## config.mk

```make
export PLATFORM = sky130hd
export DESIGN_NAME = desc_walker
export DESIGN_NICKNAME = d
export VERILOG_FILES = /design/src/rtl/dw_pkg.sv /design/src/rtl/dw_burst_sizer.sv /design/src/rtl/dw_desc_fetch.sv /design/src/rtl/dw_next_ptr.sv /design/src/rtl/desc_walker.sv
export SDC_FILE = /design/constraint.sdc
export NUM_CORES = 1
export LEC_CHECK = 0
export ABC_CLOCK_PERIOD_IN_PS = 2600
export BUFFER_PORTS_ARGS = -buffer_cell sky130_fd_sc_hd__clkbuf_2
export CAP_MARGIN = 20
export CORE_UTILIZATION = 25
export CTS_CLUSTER_SIZE = 10
export DETAILED_ROUTE_END_ITERATION = 6
export PLACE_DENSITY_LB_ADDON = 0.15
export SETUP_SLACK_MARGIN = 0.2
export SYNTH_ARGS = -nofsm -noshare
export SYNTH_HDL_FRONTEND = slang
export SYNTH_SLANG_ARGS = --single-unit
```

## constraint.sdc

```tcl
create_clock -name clk -period 2.6 [get_ports clk]
set_input_delay 0.13 -clock clk [delete_from_list [all_inputs] [get_ports clk]]
set_output_delay 0.13 -clock clk [all_outputs]
set_load 0.01 [all_outputs]
```

## src/rtl/dw_pkg.sv

```systemverilog
package dw_pkg;

    localparam int WORD_W     = 32;
    localparam int DESC_WORDS = 4;
    localparam int DESC_BYTES = DESC_WORDS * (WORD_W / 8);
    localparam int CNT_W      = $clog2(DESC_WORDS + 1);
    localparam int LEN_W      = 13;
    localparam int OWN_POS    = 31;
    localparam int EOR_POS    = 30;
    localparam int LEN2_LSB   = 16;

    typedef logic [WORD_W-1:0] word_t;

    typedef enum logic [2:0] {
        ST_STOPPED   = 3'd0,
        ST_FETCH     = 3'd1,
        ST_WAIT_DATA = 3'd2,
        ST_ADVANCE   = 3'd3,
        ST_SUSPENDED = 3'd4
    } walk_state_e;

    typedef struct packed {
        logic             own;
        logic             eor;
        logic [LEN_W-1:0] len1;
        logic [LEN_W-1:0] len2;
        word_t            ptr1;
        word_t            ptr2;
    } desc_t;

    function automatic desc_t unpack_desc(input word_t w0, input word_t w1,
                                          input word_t w2, input word_t w3);
        desc_t d;
        d.own  = w0[OWN_POS];
        d.eor  = w0[EOR_POS];
        d.len1 = w1[LEN_W-1:0];
        d.len2 = w1[LEN2_LSB +: LEN_W];
        d.ptr1 = w2;
        d.ptr2 = w3;
        return d;
    endfunction

endpackage

```

## src/rtl/dw_burst_sizer.sv

```systemverilog
module dw_burst_sizer
    import dw_pkg::*;
#(
    parameter int BURST_W = 6
) (
    input  logic [BURST_W-1:0] max_burst,
    input  logic [CNT_W-1:0]   remaining,
    output logic [CNT_W-1:0]   burst_len
);

    logic [BURST_W-1:0] cap;
    logic [BURST_W-1:0] rem_ext;

    always_comb begin
        cap       = (max_burst == '0) ? BURST_W'(1) : max_burst;
        rem_ext   = BURST_W'(remaining);
        burst_len = (cap < rem_ext) ? cap[CNT_W-1:0] : remaining;
    end

endmodule

```

## src/rtl/dw_desc_fetch.sv

```systemverilog
module dw_desc_fetch
    import dw_pkg::*;
#(
    parameter int BURST_W = 6
) (
    input  logic               clk,
    input  logic               rst,
    input  logic               active,
    input  word_t              desc_base,
    input  logic [BURST_W-1:0] max_burst,
    output logic               req_valid,
    input  logic               req_ready,
    output word_t              req_addr,
    output logic [CNT_W-1:0]   req_len,
    input  logic               data_valid,
    input  word_t              data,
    output logic               done,
    output desc_t              desc
);

    localparam logic [CNT_W-1:0] FULL = CNT_W'(DESC_WORDS);

    logic [CNT_W-1:0] rcvd;
    logic [CNT_W-1:0] pending;
    logic [CNT_W-1:0] remaining;
    logic [CNT_W-1:0] burst_len;
    logic             accept;
    logic             take;
    word_t            words [DESC_WORDS];

    assign remaining = FULL - rcvd;

    dw_burst_sizer #(.BURST_W(BURST_W)) u_sizer (
        .max_burst (max_burst),
        .remaining (remaining),
        .burst_len (burst_len)
    );

    assign req_valid = active && (pending == '0) && (rcvd != FULL);
    assign req_addr  = desc_base + {{(WORD_W-CNT_W-2){1'b0}}, rcvd, 2'b00};
    assign req_len   = burst_len;
    assign accept    = req_valid && req_ready;
    assign take      = active && data_valid && (pending != '0);

    always_ff @(posedge clk) begin
        if (rst || !active) begin
            rcvd    <= '0;
            pending <= '0;
        end else begin
            if (accept) begin
                pending <= burst_len;
            end else if (take) begin
                pending <= pending - 1'b1;
            end
            if (take) begin
                rcvd <= rcvd + 1'b1;
            end
        end
    end

    for (genvar i = 0; i < DESC_WORDS; i++) begin : g_word
        word_t word_q;
        always_ff @(posedge clk) begin
            if (rst) begin
                word_q <= '0;
            end else if (take && rcvd == CNT_W'(i)) begin
                word_q <= data;
            end
        end
        assign words[i] = word_q;
    end

    assign done = active && (rcvd == FULL);
    assign desc = unpack_desc(words[0], words[1], words[2], words[3]);

endmodule

```

## src/rtl/dw_next_ptr.sv

```systemverilog
module dw_next_ptr
    import dw_pkg::*;
(
    input  logic  chain,
    input  logic  eor,
    input  word_t cur,
    input  word_t list_base,
    input  word_t link,
    output word_t next
);

    always_comb begin
        if (chain) begin
            next = link;
        end else if (eor) begin
            next = list_base;
        end else begin
            next = cur + WORD_W'(DESC_BYTES);
        end
    end

endmodule

```

## src/rtl/desc_walker.sv

```systemverilog
module desc_walker
    import dw_pkg::*;
#(
    parameter int BURST_W = 6
) (
    input  logic               clk,
    input  logic               rst,
    input  logic               start,
    input  logic               stop_req,
    input  logic               poll,
    input  logic [WORD_W-1:0]  cfg_base,
    input  logic               cfg_chain,
    input  logic [BURST_W-1:0] cfg_max_burst,
    output logic               rd_req_valid,
    input  logic               rd_req_ready,
    output logic [WORD_W-1:0]  rd_req_addr,
    output logic [CNT_W-1:0]   rd_req_len,
    input  logic               rd_data_valid,
    input  logic [WORD_W-1:0]  rd_data,
    output logic               desc_valid,
    output logic [WORD_W-1:0]  desc_addr,
    output logic [WORD_W-1:0]  buf1_addr,
    output logic [LEN_W-1:0]   buf1_len,
    output logic [WORD_W-1:0]  buf2_addr,
    output logic [LEN_W-1:0]   buf2_len,
    input  logic               mover_done,
    output logic [2:0]         state_o
);

    walk_state_e        st;
    word_t              base_q;
    word_t              cur_q;
    logic               chain_q;
    logic [BURST_W-1:0] mb_q;
    logic               stop_pend;
    logic               f_done;
    desc_t              f_desc;
    word_t              next_addr;
    logic               halt;

    dw_desc_fetch #(.BURST_W(BURST_W)) u_fetch (
        .clk        (clk),
        .rst        (rst),
        .active     (st == ST_FETCH),
        .desc_base  (cur_q),
        .max_burst  (mb_q),
        .req_valid  (rd_req_valid),
        .req_ready  (rd_req_ready),
        .req_addr   (rd_req_addr),
        .req_len    (rd_req_len),
        .data_valid (rd_data_valid),
        .data       (rd_data),
        .done       (f_done),
        .desc       (f_desc)
    );

    dw_next_ptr u_next (
        .chain     (chain_q),
        .eor       (f_desc.eor),
        .cur       (cur_q),
        .list_base (base_q),
        .link      (f_desc.ptr2),
        .next      (next_addr)
    );

    assign halt = stop_pend || stop_req;

    always_ff @(posedge clk) begin
        if (rst) begin
            st        <= ST_STOPPED;
            base_q    <= '0;
            cur_q     <= '0;
            chain_q   <= 1'b0;
            mb_q      <= '0;
            stop_pend <= 1'b0;
        end else begin
            case (st)
                ST_STOPPED: begin
                    stop_pend <= 1'b0;
                    if (start) begin
                        base_q  <= cfg_base;
                        cur_q   <= cfg_base;
                        chain_q <= cfg_chain;
                        mb_q    <= cfg_max_burst;
                        st      <= ST_FETCH;
                    end
                end
                ST_FETCH: begin
                    if (stop_req) begin
                        stop_pend <= 1'b1;
                    end
                    if (f_done) begin
                        if (!f_desc.own) begin
                            st <= halt ? ST_STOPPED : ST_SUSPENDED;
                        end else begin
                            st <= ST_WAIT_DATA;
                        end
                    end
                end
                ST_WAIT_DATA: begin
                    if (stop_req) begin
                        stop_pend <= 1'b1;
                    end
                    if (mover_done) begin
                        st <= ST_ADVANCE;
                    end
                end
                ST_ADVANCE: begin
                    cur_q <= next_addr;
                    st    <= halt ? ST_STOPPED : ST_FETCH;
                end
                ST_SUSPENDED: begin
                    if (halt) begin
                        st <= ST_STOPPED;
                    end else if (poll) begin
                        st <= ST_FETCH;
                    end
                end
                default: st <= ST_STOPPED;
            endcase
        end
    end

    assign desc_valid = (st == ST_WAIT_DATA);
    assign desc_addr  = cur_q;
    assign buf1_addr  = f_desc.ptr1;
    assign buf1_len   = f_desc.len1;
    assign buf2_addr  = chain_q ? '0 : f_desc.ptr2;
    assign buf2_len   = chain_q ? '0 : f_desc.len2;
    assign state_o    = st;

endmodule

```

==> results.tsv <==
stage	metric	value	unit
outcome	status	finished, violations left	
outcome	failing checks	negative setup slack	
timing	Worst Max-Slew Pin Slew	0.788	ns
floorplan	row cnt	70	
cells_and_area	Layout Nets	1558	
critical_path	Worst setup SP type	flip-flop	
placed_design	count of input and output buffers	240	
critical_path	Setup Crit Path Kind	flip-flop to output port	
floorplan	die span in x	194	um
logic_synthesis	count of flip-flops with a built-in enable after synthesis	0	
route	drt drc	0	
grt	vias in the first global route	8929	
grt	GRT overflow	0	
grt	gr usage total	19.0	%
cells_and_area	# diodes	0	
job	Max-Cap Viols	0	
logic_synthesis	Synth Cell Area	0.00924	mm^2
timing	slew margin rel.	47.3	%
critical_path	crit end category	output port	
clocking	clk buf depth	2	
pwr	Power per Cell Area	535	mW/mm^2
timing	pins over their slew limit	0	
critical_path	Worst Path Arrival	2.57	ns
logic_synthesis	syn_nets	1315	
cells_and_area	area grow syn2layout	33.0	%
logic_synthesis	Async SR Flop Fraction	0	%
logic_synthesis	Main synth FF type	dfxtp_1	
clocking	CTS tree	built	
logic_synthesis	largest area contributor in the netlist	dfxtp_1	
logic_synthesis	Synth Instances	1220	
critical_path	flop2flop setup slack	0.17	ns
logic_synthesis	Syn Area/Cell	7.57	um^2
floorplan	Core Box Area	0.0365	mm^2
clocking	CTS Root Cell	clkbuf_16	
route	post-DR wirelength/cell	18.5	um
logic_synthesis	#FFs+latches synth	173	
timing	final setup margin	-0.101	ns
pwr	Seq pwr share	43.3	%
pwr	sw frac	29.3	%
cells_and_area	Finished Layout Cells	1944	
route	drt pass-1 iters	5	
floorplan	Die H	194	um
cells_and_area	layout cell share with drive strength beyond 1	26.4	%
grt	first-pass GRT wire length	55000	um
logic_synthesis	Synth top area share	37.5	%
route	Vias per Instance	4.76	
timing	Final Skew	0.0145	ns
placed_design	Placed Instances	1829	
floorplan	io pins	241	
clocking	H-tree depth	4	
clocking	Worst-Skew Late Latency	0.44	ns
route	vias	9245	
critical_path	R2R Path Start	u_fetch.rcvd[0]	
timing	Final Hold Fails	0	
floorplan	Die ar.	0.0377	mm^2
pwr	Clock power frac	40.9	%
clocking	clock sinks	173	
grt	largest net degree at the start of global routing	110	
hold_path	Min-Delay Path Class	input port to flip-flop	
route	first-iteration detailed-routing DRC count	526	
logic_synthesis	top cells by area, synth	dfxtp_1, nand2_1, a21oi_1	
timing	fin crit period	2.70	ns
critical_path	Worst R2R End	u_fetch.pending[2]	
clocking	Clock Pin Slew Worst Setup and Hold Paths	0.07	ns
critical_path	Setup crit end	rd_req_len[2]	
floorplan	Initial Util	25.3	%
cells_and_area	Final Util	33.6	%
cells_and_area	most frequent cells in the layout	nand2_1, clkbuf_2, a21oi_1	
pwr	Int Power	0.00465	W
timing	setup_tns	-0.251	ns
placed_design	routability congestion estimate	0.790	
logic_synthesis	post-synth cell types	70	
timing	Fmax	370	MHz
cells_and_area	Filler cells	3953	
timing	Final Cycle Share	104	%
route	Post-DRT Antenna Nets	0	
critical_path	Worst setup startpoint	u_fetch.rcvd[0]	
pwr	Leak	5.06	nW
critical_path	Max FO, Critical Path	4	
route	WL final	36000	um
pwr	Pwr Total	0.00657	W
timing	setup violators final	4	
logic_synthesis	Synth warnings	0	
critical_path	worst path required time	2.47	ns
grt	antenna violations before repair	1	
pwr	Max VDD drop	0.304	mV
critical_path	R2R depth	11	
timing	RSZ-0062 raised after global routing	yes	
pwr	Switch Pwr	0.00193	W
pwr	combinational share of power	15.9	%
cells_and_area	commonest non-fill, non-tap cell in the layout	nand2_1	
placed_design	dpl hpwl	25700	um
clocking	CTS buffer count	17	
logic_synthesis	sequential element share of the synthesized area	37.5	%
[layout make-up]
cell class | instances | area (um^2) | share of cell area [%]
clock inverters | 14 | 158 | 1.28
inverters | 20 | 75.1 | 0.611
multi-input cells | 882 | 5140 | 41.8
well taps | 468 | 586 | 4.77
flip-flops and latches | 173 | 3470 | 28.3
repair buffers | 369 | 2420 | 19.7
clock buffers | 18 | 439 | 3.57
[flip-flops by register name (all words and copies together), names as in the netlist]
signal / cells
base_q: 32
chain_q: 1
desc_addr: 32
mb_q: 6
state_o: 3
stop_pend: 1
u_fetch.g_word.word_q: 92
u_fetch.pending: 3
u_fetch.rcvd: 3
[layer usage]
layer	track usage, %	part of all wire, %	wire length, um
met1	25.9	48	17400
met2	30.4	45	16400
met3	3.17	4.2	1510
met4	5.94	2.0	718
met5	0	0.036	13
[stage by stage]
stage | setup slack [ns] | hold WS [ns] | instance area (um^2)
floorplan | 0.243 | 0.266 | 9240
global placement | 0.110 | 0.360 | 10600
detailed placement | 0.0450 | 0.366 | 10600
CTS | -0.0976 | 0.0152 | 12200
global route | -0.183 | 0.0308 | 12300
finish | -0.101 | 0.0367 | 12300
[synth_stat cells (all sizes together), types with 17 or more instances]
cell / number
a21oi: 174
and3: 17
buf: 99
clkbuf: 46
dfxtp: 173
inv: 19
nand2: 319
nand3: 26
nor2: 40
nor2b: 46
o21ai: 23
xnor2: 28
xor2: 19
[worst min path at each step]
stage	startpoint	to	slack, ns	cells past startpoint
finish	cfg_base[28]	base_q[28]	0.04	3
global route	cfg_base[28]	base_q[28]	0.03	3
CTS	poll	state_o[0]	0.02	3
detailed placement	cfg_max_burst[5]	mb_q[5]	0.37	3
global placement	cfg_max_burst[0]	mb_q[0]	0.36	3
floorplan	cfg_base[0]	base_q[0]	0.27	2
[critical path: stages (launching register included)]
cell and delay [ns]:
dfxtp_4 0.37, inv_1 0.08, ha_4 0.18, ha_4 0.22, ha_1 0.17, or4_4 0.48, nor2_4 0.11, a21oi_2 0.09
mux2i_1 0.26, clkbuf_2 0.18
[cell families after synthesis]
family	count (synthesis)	synth area share [%]
fa+ha+maj	16	2.25
buf+inv	165	9.57
mux	11	1.21
simple gates	524	26.9
xor+xnor	47	4.45
flops	173	37.5
compound gates	284	18.2
[power groups by stage]
stage,Clock (W),Combinational [W],Sequential [W]
after floorplan,0,0.000531,0.00288
after global placement,0,0.000911,0.00291
after detailed placement,0,0.000914,0.00291
after CTS,0.00280,0.00103,0.00284
after global routing,0.00288,0.00114,0.00286
final,0.00269,0.00104,0.00284
[timing repair]
item                                   4_1_cts  5_1_grt
buffers inserted                             7        5
setup endpoints to repair                   32       27
hold buffers                                71        0
gates cloned                                 0        0
endpoints found under the hold margin      140        0
pin swaps                                   11       12
resized for setup                           42       26
Power figures use the tool's default switching activity.
